<file path="src/rtl/tagctl_pkg.sv">
package tagctl_pkg;
    localparam int DATA_W   = 64;
    localparam int MASK_W   = 16;
    localparam int LIVE_W   = MASK_W + 1;
    localparam int HYP_EN_BIT = 56;
    localparam int SEC_EN_BIT = 26;

    typedef enum logic [3:0] {
        RES_IDLE     = 4'b0000,
        RES_DONE     = 4'b0001,
        RES_UNDEF    = 4'b0010,
        RES_TRAP_EL2 = 4'b0100,
        RES_TRAP_EL3 = 4'b1000
    } result_e;

    typedef enum logic [1:0] {
        LVL_EL0 = 2'd0,
        LVL_EL1 = 2'd1,
        LVL_EL2 = 2'd2,
        LVL_EL3 = 2'd3
    } level_e;

    typedef struct packed {
        logic [1:0] op0;
        logic [2:0] op1;
        logic [3:0] crn;
        logic [3:0] crm;
        logic [2:0] op2;
    } sysenc_t;
endpackage

</file>
<file path="src/rtl/tagctl_decode.sv">
module tagctl_decode #(
    parameter logic [1:0] SEL_OP0 = 2'd3,
    parameter logic [2:0] SEL_OP1 = 3'd0,
    parameter logic [3:0] SEL_CRN = 4'd1,
    parameter logic [3:0] SEL_CRM = 4'd0,
    parameter logic [2:0] SEL_OP2 = 3'd6
) (
    input  tagctl_pkg::sysenc_t enc,
    output logic                hit
);
    localparam tagctl_pkg::sysenc_t SEL = '{op0: SEL_OP0, op1: SEL_OP1,
                                            crn: SEL_CRN, crm: SEL_CRM,
                                            op2: SEL_OP2};
    always_comb begin
        hit = (enc == SEL);
    end
endmodule

</file>
<file path="src/rtl/tagctl_gate.sv">
module tagctl_gate
    import tagctl_pkg::*;
(
    input  logic    valid,
    input  logic    hit,
    input  level_e  lvl,
    input  logic    feat_present,
    input  logic    el2_enabled,
    input  logic    el3_present,
    input  logic    hyp_en,
    input  logic    sec_en,
    output result_e res
);
    logic sec_block;
    logic hyp_block;

    always_comb begin
        sec_block = el3_present && !sec_en;
        hyp_block = el2_enabled && !hyp_en;
    end

    always_comb begin
        res = RES_IDLE;
        if (valid) begin
            if (!feat_present || !hit) begin
                res = RES_UNDEF;
            end else begin
                unique case (lvl)
                    LVL_EL0: res = RES_UNDEF;
                    LVL_EL1: begin
                        if (hyp_block)      res = RES_TRAP_EL2;
                        else if (sec_block) res = RES_TRAP_EL3;
                        else                res = RES_DONE;
                    end
                    LVL_EL2: begin
                        if (sec_block)      res = RES_TRAP_EL3;
                        else                res = RES_DONE;
                    end
                    LVL_EL3: res = RES_DONE;
                    default: res = RES_UNDEF;
                endcase
            end
        end
    end
endmodule

</file>
<file path="src/rtl/tagctl_store.sv">
module tagctl_store #(
    parameter int WIDTH = 17
) (
    input  logic             clk,
    input  logic             rst_n,
    input  logic             wr_en,
    input  logic [WIDTH-1:0] wr_data,
    output logic [WIDTH-1:0] q
);
    always_ff @(posedge clk or negedge rst_n) begin
        if (!rst_n)     q <= '0;
        else if (wr_en) q <= wr_data;
    end
endmodule

</file>
<file path="src/rtl/tagctl_reg.sv">
module tagctl_reg
    import tagctl_pkg::*;
(
    input  logic        clk,
    input  logic        rst_n,
    input  logic        req_valid,
    input  logic        req_write,
    input  logic [1:0]  req_op0,
    input  logic [2:0]  req_op1,
    input  logic [3:0]  req_crn,
    input  logic [3:0]  req_crm,
    input  logic [2:0]  req_op2,
    input  logic [1:0]  req_el,
    input  logic [63:0] req_wdata,
    input  logic        feat_present,
    input  logic        el2_enabled,
    input  logic        el3_present,
    input  logic [63:0] hyp_cfg,
    input  logic [63:0] sec_cfg,
    output logic [3:0]  rsp_code,
    output logic [63:0] rsp_rdata
);
    sysenc_t           enc;
    logic              hit;
    result_e           res;
    logic              granted;
    logic              wr_en;
    logic [LIVE_W-1:0] reg_q;
    logic              unused_bits;

    assign enc = '{op0: req_op0, op1: req_op1, crn: req_crn,
                   crm: req_crm, op2: req_op2};
    assign unused_bits = ^{hyp_cfg, sec_cfg, req_wdata[DATA_W-1:LIVE_W]};

    tagctl_decode u_decode (
        .enc (enc),
        .hit (hit)
    );

    tagctl_gate u_gate (
        .valid        (req_valid),
        .hit          (hit),
        .lvl          (level_e'(req_el)),
        .feat_present (feat_present),
        .el2_enabled  (el2_enabled),
        .el3_present  (el3_present),
        .hyp_en       (hyp_cfg[HYP_EN_BIT]),
        .sec_en       (sec_cfg[SEC_EN_BIT]),
        .res          (res)
    );

    assign granted = (res == RES_DONE);
    assign wr_en   = granted && req_write;

    tagctl_store #(.WIDTH(LIVE_W)) u_store (
        .clk     (clk),
        .rst_n   (rst_n),
        .wr_en   (wr_en),
        .wr_data (req_wdata[LIVE_W-1:0]),
        .q       (reg_q)
    );

    always_comb begin
        rsp_code  = res;
        rsp_rdata = '0;
        if (granted && !req_write)
            rsp_rdata[LIVE_W-1:0] = reg_q;
    end
endmodule

</file>
<file path="config.mk">
export PLATFORM = sky130hd
export DESIGN_NAME = tagctl_reg
export DESIGN_NICKNAME = d
export VERILOG_FILES = /design/src/rtl/tagctl_pkg.sv /design/src/rtl/tagctl_decode.sv /design/src/rtl/tagctl_gate.sv /design/src/rtl/tagctl_store.sv /design/src/rtl/tagctl_reg.sv
export SDC_FILE = /design/constraint.sdc
export NUM_CORES = 1
export LEC_CHECK = 0
export BUFFER_PORTS_ARGS = -buffer_cell sky130_fd_sc_hd__buf_2
export CORE_AREA = 10 10 102 104
export CTS_BUF_LIST = sky130_fd_sc_hd__clkbuf_16
export CTS_CLUSTER_DIAMETER = 100
export DETAILED_ROUTE_END_ITERATION = 12
export DIE_AREA = 0 0 112 114
export HOLD_SLACK_MARGIN = 0.03
export PLACE_DENSITY = 0.64
export SYNTH_ARGS = -nofsm -noshare
export SYNTH_HDL_FRONTEND = slang
export SYNTH_SLANG_ARGS = --single-unit
</file>
<file path="constraint.sdc">
create_clock -name clk -period 1.6 [get_ports clk]
set_input_delay 0 -clock clk [delete_from_list [all_inputs] [get_ports clk]]
set_output_delay 0 -clock clk [all_outputs]
set_load 0.03 [all_outputs]
</file>
Word level (Yosys, flattened, before mapping)
Cells that the tools add are included.

word-level totals
  bits in registers = 17
  logic and storage cells = 23
  output and inout port bits = 68

operators by class
  mux-type cells = 6
  equality and inequality tests = 5
  reductions and logical operators = 11

operators by type and width
  cell                  number
  $mux 17               1
  $eq 16x16->1 const B  1
  $mux 4                4
  $pmux 4 s4            1
  $logic_not 1->1       5
  $eq 2x2->1 const B    2
  $eq 4x1->1 const B    1
  $logic_and 1x1->1     4
  $eq 2x1->1 const B    1
  $logic_not 2->1       1
  $logic_or 1x1->1      1

Logic depth before layout (Yosys ltp)
  depth after elaboration = 10
  gate-level depth with buffers = 5

By module
A second synthesis with hierarchy kept.

second synthesis, totals
  cells, all modules = 125
  area, all modules = 1421.4 um^2

modules (own cells, without submodules)
  module         cells an instance  instances  area each (um^2)  sequential area each (um^2)
  tagctl_store   36                 1          685.7             425.4
  tagctl_reg     72                 1          586.8             0.0
  tagctl_gate    12                 1          85.1              0.0
  tagctl_decode  5                  1          63.8              0.0

Worst setup path before layout
Ideal clock, no wire load.

  path kind = input to output
  from = in req_crn[1]
  to = out rsp_code[3]
  data arrival time = 1.637 ns
  data required time = 1.600 ns
  stages on the path = 3
  setup slack = -0.037 ns
  path through = nor4_1 > nand4b_1 > nor4b_1

on the way
  cells in the longest elaborated chain, start to end = 5

ends and longest elaborated chain
  item              line                 source
  from (decl)       tagctl_reg.sv:10     input logic [3:0] req_crn,
  $eq 16x16->1      tagctl_decode.sv:15  hit = (enc == SEL);
  $logic_not 1->1   tagctl_gate.sv:25    if (!feat_present || !hit) begin
  $logic_or 1x1->1  tagctl_gate.sv:25
  $mux 4            tagctl_gate.sv:25
  $mux 4            tagctl_gate.sv:24    if (valid) begin
  to (decl)         tagctl_reg.sv:20     output logic [3:0] rsp_code,

Every way passes these cells.

Worst setup path in the final report
  from = in req_op1[2]
  to = out rsp_rdata[15]

on the way
  cells in the longest elaborated chain, start to end = 8

ends and longest elaborated chain
  item               line                 source
  from (decl)        tagctl_reg.sv:9      input logic [2:0] req_op1,
  $eq 16x16->1       tagctl_decode.sv:15
  $logic_not 1->1    tagctl_gate.sv:25
  $logic_or 1x1->1   tagctl_gate.sv:25
  $mux 4             tagctl_gate.sv:25
  $mux 4             tagctl_gate.sv:24
  $eq 4x1->1         tagctl_reg.sv:52     assign granted = (res == RES_DONE);
  $logic_and 1x1->1  tagctl_reg.sv:66     if (granted && !req_write)
  $mux 17            tagctl_reg.sv:66
  to (decl)          tagctl_reg.sv:21     output logic [63:0] rsp_rdata

Every way passes these cells.

==> reports/summary.log <==
[synthesis] share of the yosys chip area belonging to registers 31.2%
[clock_tree] Skew-Pair Late Insertion Delay 0.24 ns
[critical_path] Data arrival, critical path 1.52 ns
[layout] number of flip-flops in the largest register 17
[routing] violation count after the first detailed-routing iteration 38
[global_routing] total overflow reported by the global router 0
[placement] count of placed standard cells including taps 309
[critical_path] stages on the worst setup path 8
[pwr] power density over the cells 571 nW/µm²
[timing] Clock Skew 0 ns
[synthesis] average footprint of a synthesized cell 10.5 µm²
[global_routing] wire length of the first global-routing pass 7.04 mm
[layout] number of standard cells in the final layout excluding fillers 332
[critical_path] total buffers and inverters traversed by the critical path 4
[layout] count of nets after finishing 442
[floorplanning] I/O pin count 285
[critical_path] flop-to-flop setup slack 0.83 ns
[critical_path] timing startpoint of the critical path req_op1[2]
[floorplanning] die footprint 12800 µm²
[pwr] static leakage power 1.07 nW
[synthesis] number of cells produced by synthesis 130
[timing] share of the cycle needed by the critical path after routing 95.0%
[routing] vias per inst 3.54
[floorplanning] DIE WIDTH 112 µm
[routing] detailed-router iteration count before antenna repair 2
[hold_path] Min-Delay Path Class primary input to asynchronous set/reset pin
[timing] post-layout worst setup margin 0.0795 ns
[critical_path] cells traversed along the worst timing path buf_2 -> nor4_4 -> nand4b_1 -> a2111oi_4 -> buf_6 -> buf_16 -> and2_1 -> buf_6
[critical_path] startpoint type of the worst setup path primary input
[timing] number of pins with negative max-slew slack in the final report 0
[layout] final core utilization 25.4%
[floorplanning] placement row count 34
[clock_tree] CTS clk-pin slew, worst paths 0.05 ns
[synthesis] Yosys Warn Count 0
[critical_path] Req. time, crit path 1.60 ns
[timing] unrepaired setup endpoints after global routing yes
[critical_path] reg-to-reg critical path startpoint u_store.q[10]$_DFFE_PN0P_
[synthesis] netlist area before placement 1370 µm²
[layout] n_diodes 0
[status] status completed
[placement] # port buffers 64
[routing] drc violations 0
[layout] post-synthesis to final-layout area growth 57.7%
[layout] fraction of layout instances using a drive strength above 1 49.1%
[global_routing] largest net degree at the start of global routing 18
[global_routing] initial antenna violation count 0
[critical_path] peak fanout along the critical path 8
[layout] Largest Register u_store.q
[pwr] largest voltage drop on the vdd net 363 µV
[timing] crit path time final 1.52 ns
[clock_tree] CTS Buf Count 3
[timing] timing-limited maximum frequency 0.658 GHz
[routing] remaining antenna violation count 0
[timing] Hold Fails Final Rpt 0
[routing] routed wire length 4.59 mm
[placement] Final GP Congestion 0.769
[clock_tree] clock root buffer clkbuf_16
[routing] Vias 1174
[layout] leading registers by flop count u_store.q x17
[synthesis] number of distinct standard cells referenced by the synthesized netlist 26
[critical_path] cell repeated most along the worst path buf_6
[floorplanning] Placeable Area 8470 µm²
[routing] routed length per placed instance 13.8 µm
[global_routing] via count of the first global-routing pass 1357
[critical_path] Setup Crit Path Kind primary input to output port
[floorplanning] overall die height 114 µm
[clock_tree] number of H-tree levels 1
[flow_run] max-cap viol count 0
[placement] final HPWL from detailed placement 3.48 mm
[clock_tree] CTS max path bufs 2
[critical_path] delay of the slowest cell on the worst path 0.32 ns
[critical_path] cell count of the worst reg-to-reg path 1
[critical_path] Critical Path Sink Type output port
[clock_tree] clock tree from TritonCTS built
[critical_path] Slowest-stage cell, CP a2111oi_4
[clock_tree] number of sinks driven by the clock tree 17
[timing] setup violation total in the final timing report 0
[placement] Setup Slack @ Placement -0.115 ns
[synthesis] number of storage elements in the synthesis netlist 17
[floorplanning] Initial Util 16.1%
[pwr] post-layout power 1.23 mW
[critical_path] cell type group with the largest total delay on the critical path simple AND/OR/NAND/NOR gates
[global_routing] GRT Overall Usage 6.68%
-- path summary, 6_finish.rpt --
check	endpoint
worst max register to register	u_store.q[10]$_DFFE_PN0P_
max in group asynchronous	u_store.q[1]$_DFFE_PN0P_
worst min-delay path	u_store.q[12]$_DFFE_PN0P_
worst min register to register	u_store.q[0]$_DFFE_PN0P_
worst max-delay path	rsp_rdata[15]
min in group clk	rsp_code[1]
-- power breakdown --
group / internal, mW / total (mW) / switching, mW
Combinational: 0.0876 / 0.301 / 0.214
Clock: 0.332 / 0.498 / 0.166
Sequential: 0.430 / 0.430 / 0.0000143
-- cells by family (layout without fill, tap and decap cells) --
| group | Yosys count | after routing | synth area share, % |
|---|---|---|---|
| AO/OA/AOI/OAI | 6 | 6 | 5.96 |
| AND/OR/NAND/NOR | 38 | 38 | 18.3 |
| flip-flops | 17 | 17 | 31.2 |
| multiplexers | 17 | 17 | 16.8 |
| buffers and inverters | 51 | 99 | 27.5 |
| other | 1 | 47 | 0.275 |
-- layout by cell type (no fill, tap or decap), drive strengths merged --
cell type    synthesis  layout
buf                 48      75
conb                 1      47
dlygate4sd3          0      18
dfrtp               17      17
and2                17      17
mux2                17      17
nand3                4       4
nand2                3       3
inv                  2       3
nor4b                3       3
clkbuf               1       3
nor2                 2       2
nand2b               2       2
a2111oi              2       2
nor4                 2       2
o21ai                2       2
nor2b                1       1
nor3b                1       1
nand4b               1       1
and4bb               1       1
o31a                 1       1
a211oi               1       1
nand4                1       1
-- cell usage after synthesis --
| library cell | n | share of area (%) |
|---|---|---|
| a2111oi_4 | 2 | 4.0 |
| nand4_1 | 1 | 0.46 |
| a211oi_1 | 1 | 0.55 |
| inv_1 | 2 | 0.55 |
| nor4b_2 | 2 | 2.2 |
| mux2_2 | 7 | 5.8 |
| nor4b_1 | 1 | 0.64 |
| nor2b_1 | 1 | 0.46 |
| dfrtp_1 | 17 | 31 |
| clkbuf_1 | 1 | 0.27 |
| and2_1 | 17 | 7.8 |
| buf_6 | 1 | 0.82 |
| buf_4 | 47 | 26 |
| nor4_1 | 2 | 0.92 |
| nand2b_1 | 2 | 0.92 |
| nand3_1 | 4 | 1.5 |
| o31a_1 | 1 | 0.64 |
| o21ai_0 | 1 | 0.37 |
| nand2_1 | 3 | 0.82 |
| and4bb_2 | 1 | 0.92 |
| conb_1 | 1 | 0.27 |
| o21ai_1 | 1 | 0.37 |
| nor2_1 | 2 | 0.55 |
| nor3b_1 | 1 | 0.55 |
| mux2_4 | 10 | 11 |
| nand4b_1 | 1 | 0.64 |
-- timing repair --
action                                  CTS  global route
pin swaps                                 2             3
hold endpoints to repair                 34             0
buffers inserted                          1             0
endpoints found under the setup margin   17             8
resized for setup                        21            29
hold buffers                             18             0
gates cloned                              1             0
-- metal layers --
metal	GRT usage (%)	wire [µm]
met5	0	0
met1	6.09	1480
met2	11.2	2060
met3	5.04	920
met4	2.54	118
-- layout make-up --
type / instances / area [µm²]
well taps: 108 / 135
multi-input cells: 108 / 791
flip-flops and latches: 17 / 425
inverters: 2 / 7.51
clock inverters: 1 / 3.75
repair buffers: 93 / 716
fillers: 881 / 6310
clock buffers: 3 / 75.1
-- per-stage QoR --
stage	area, µm²	TNS (ns)	hold WS (ns)
2_1_floorplan	1540	-0.0217	-0.296
3_3_place_gp	1730	-3.89	-0.0442
3_5_place_dp	1730	-3.16	-0.0446
4_1_cts	2110	0	0.220
5_1_grt	2150	-0.0137	0.277
6_report	2150	0	0.210
No activity file was read; power rests on OpenSTA's default activity.
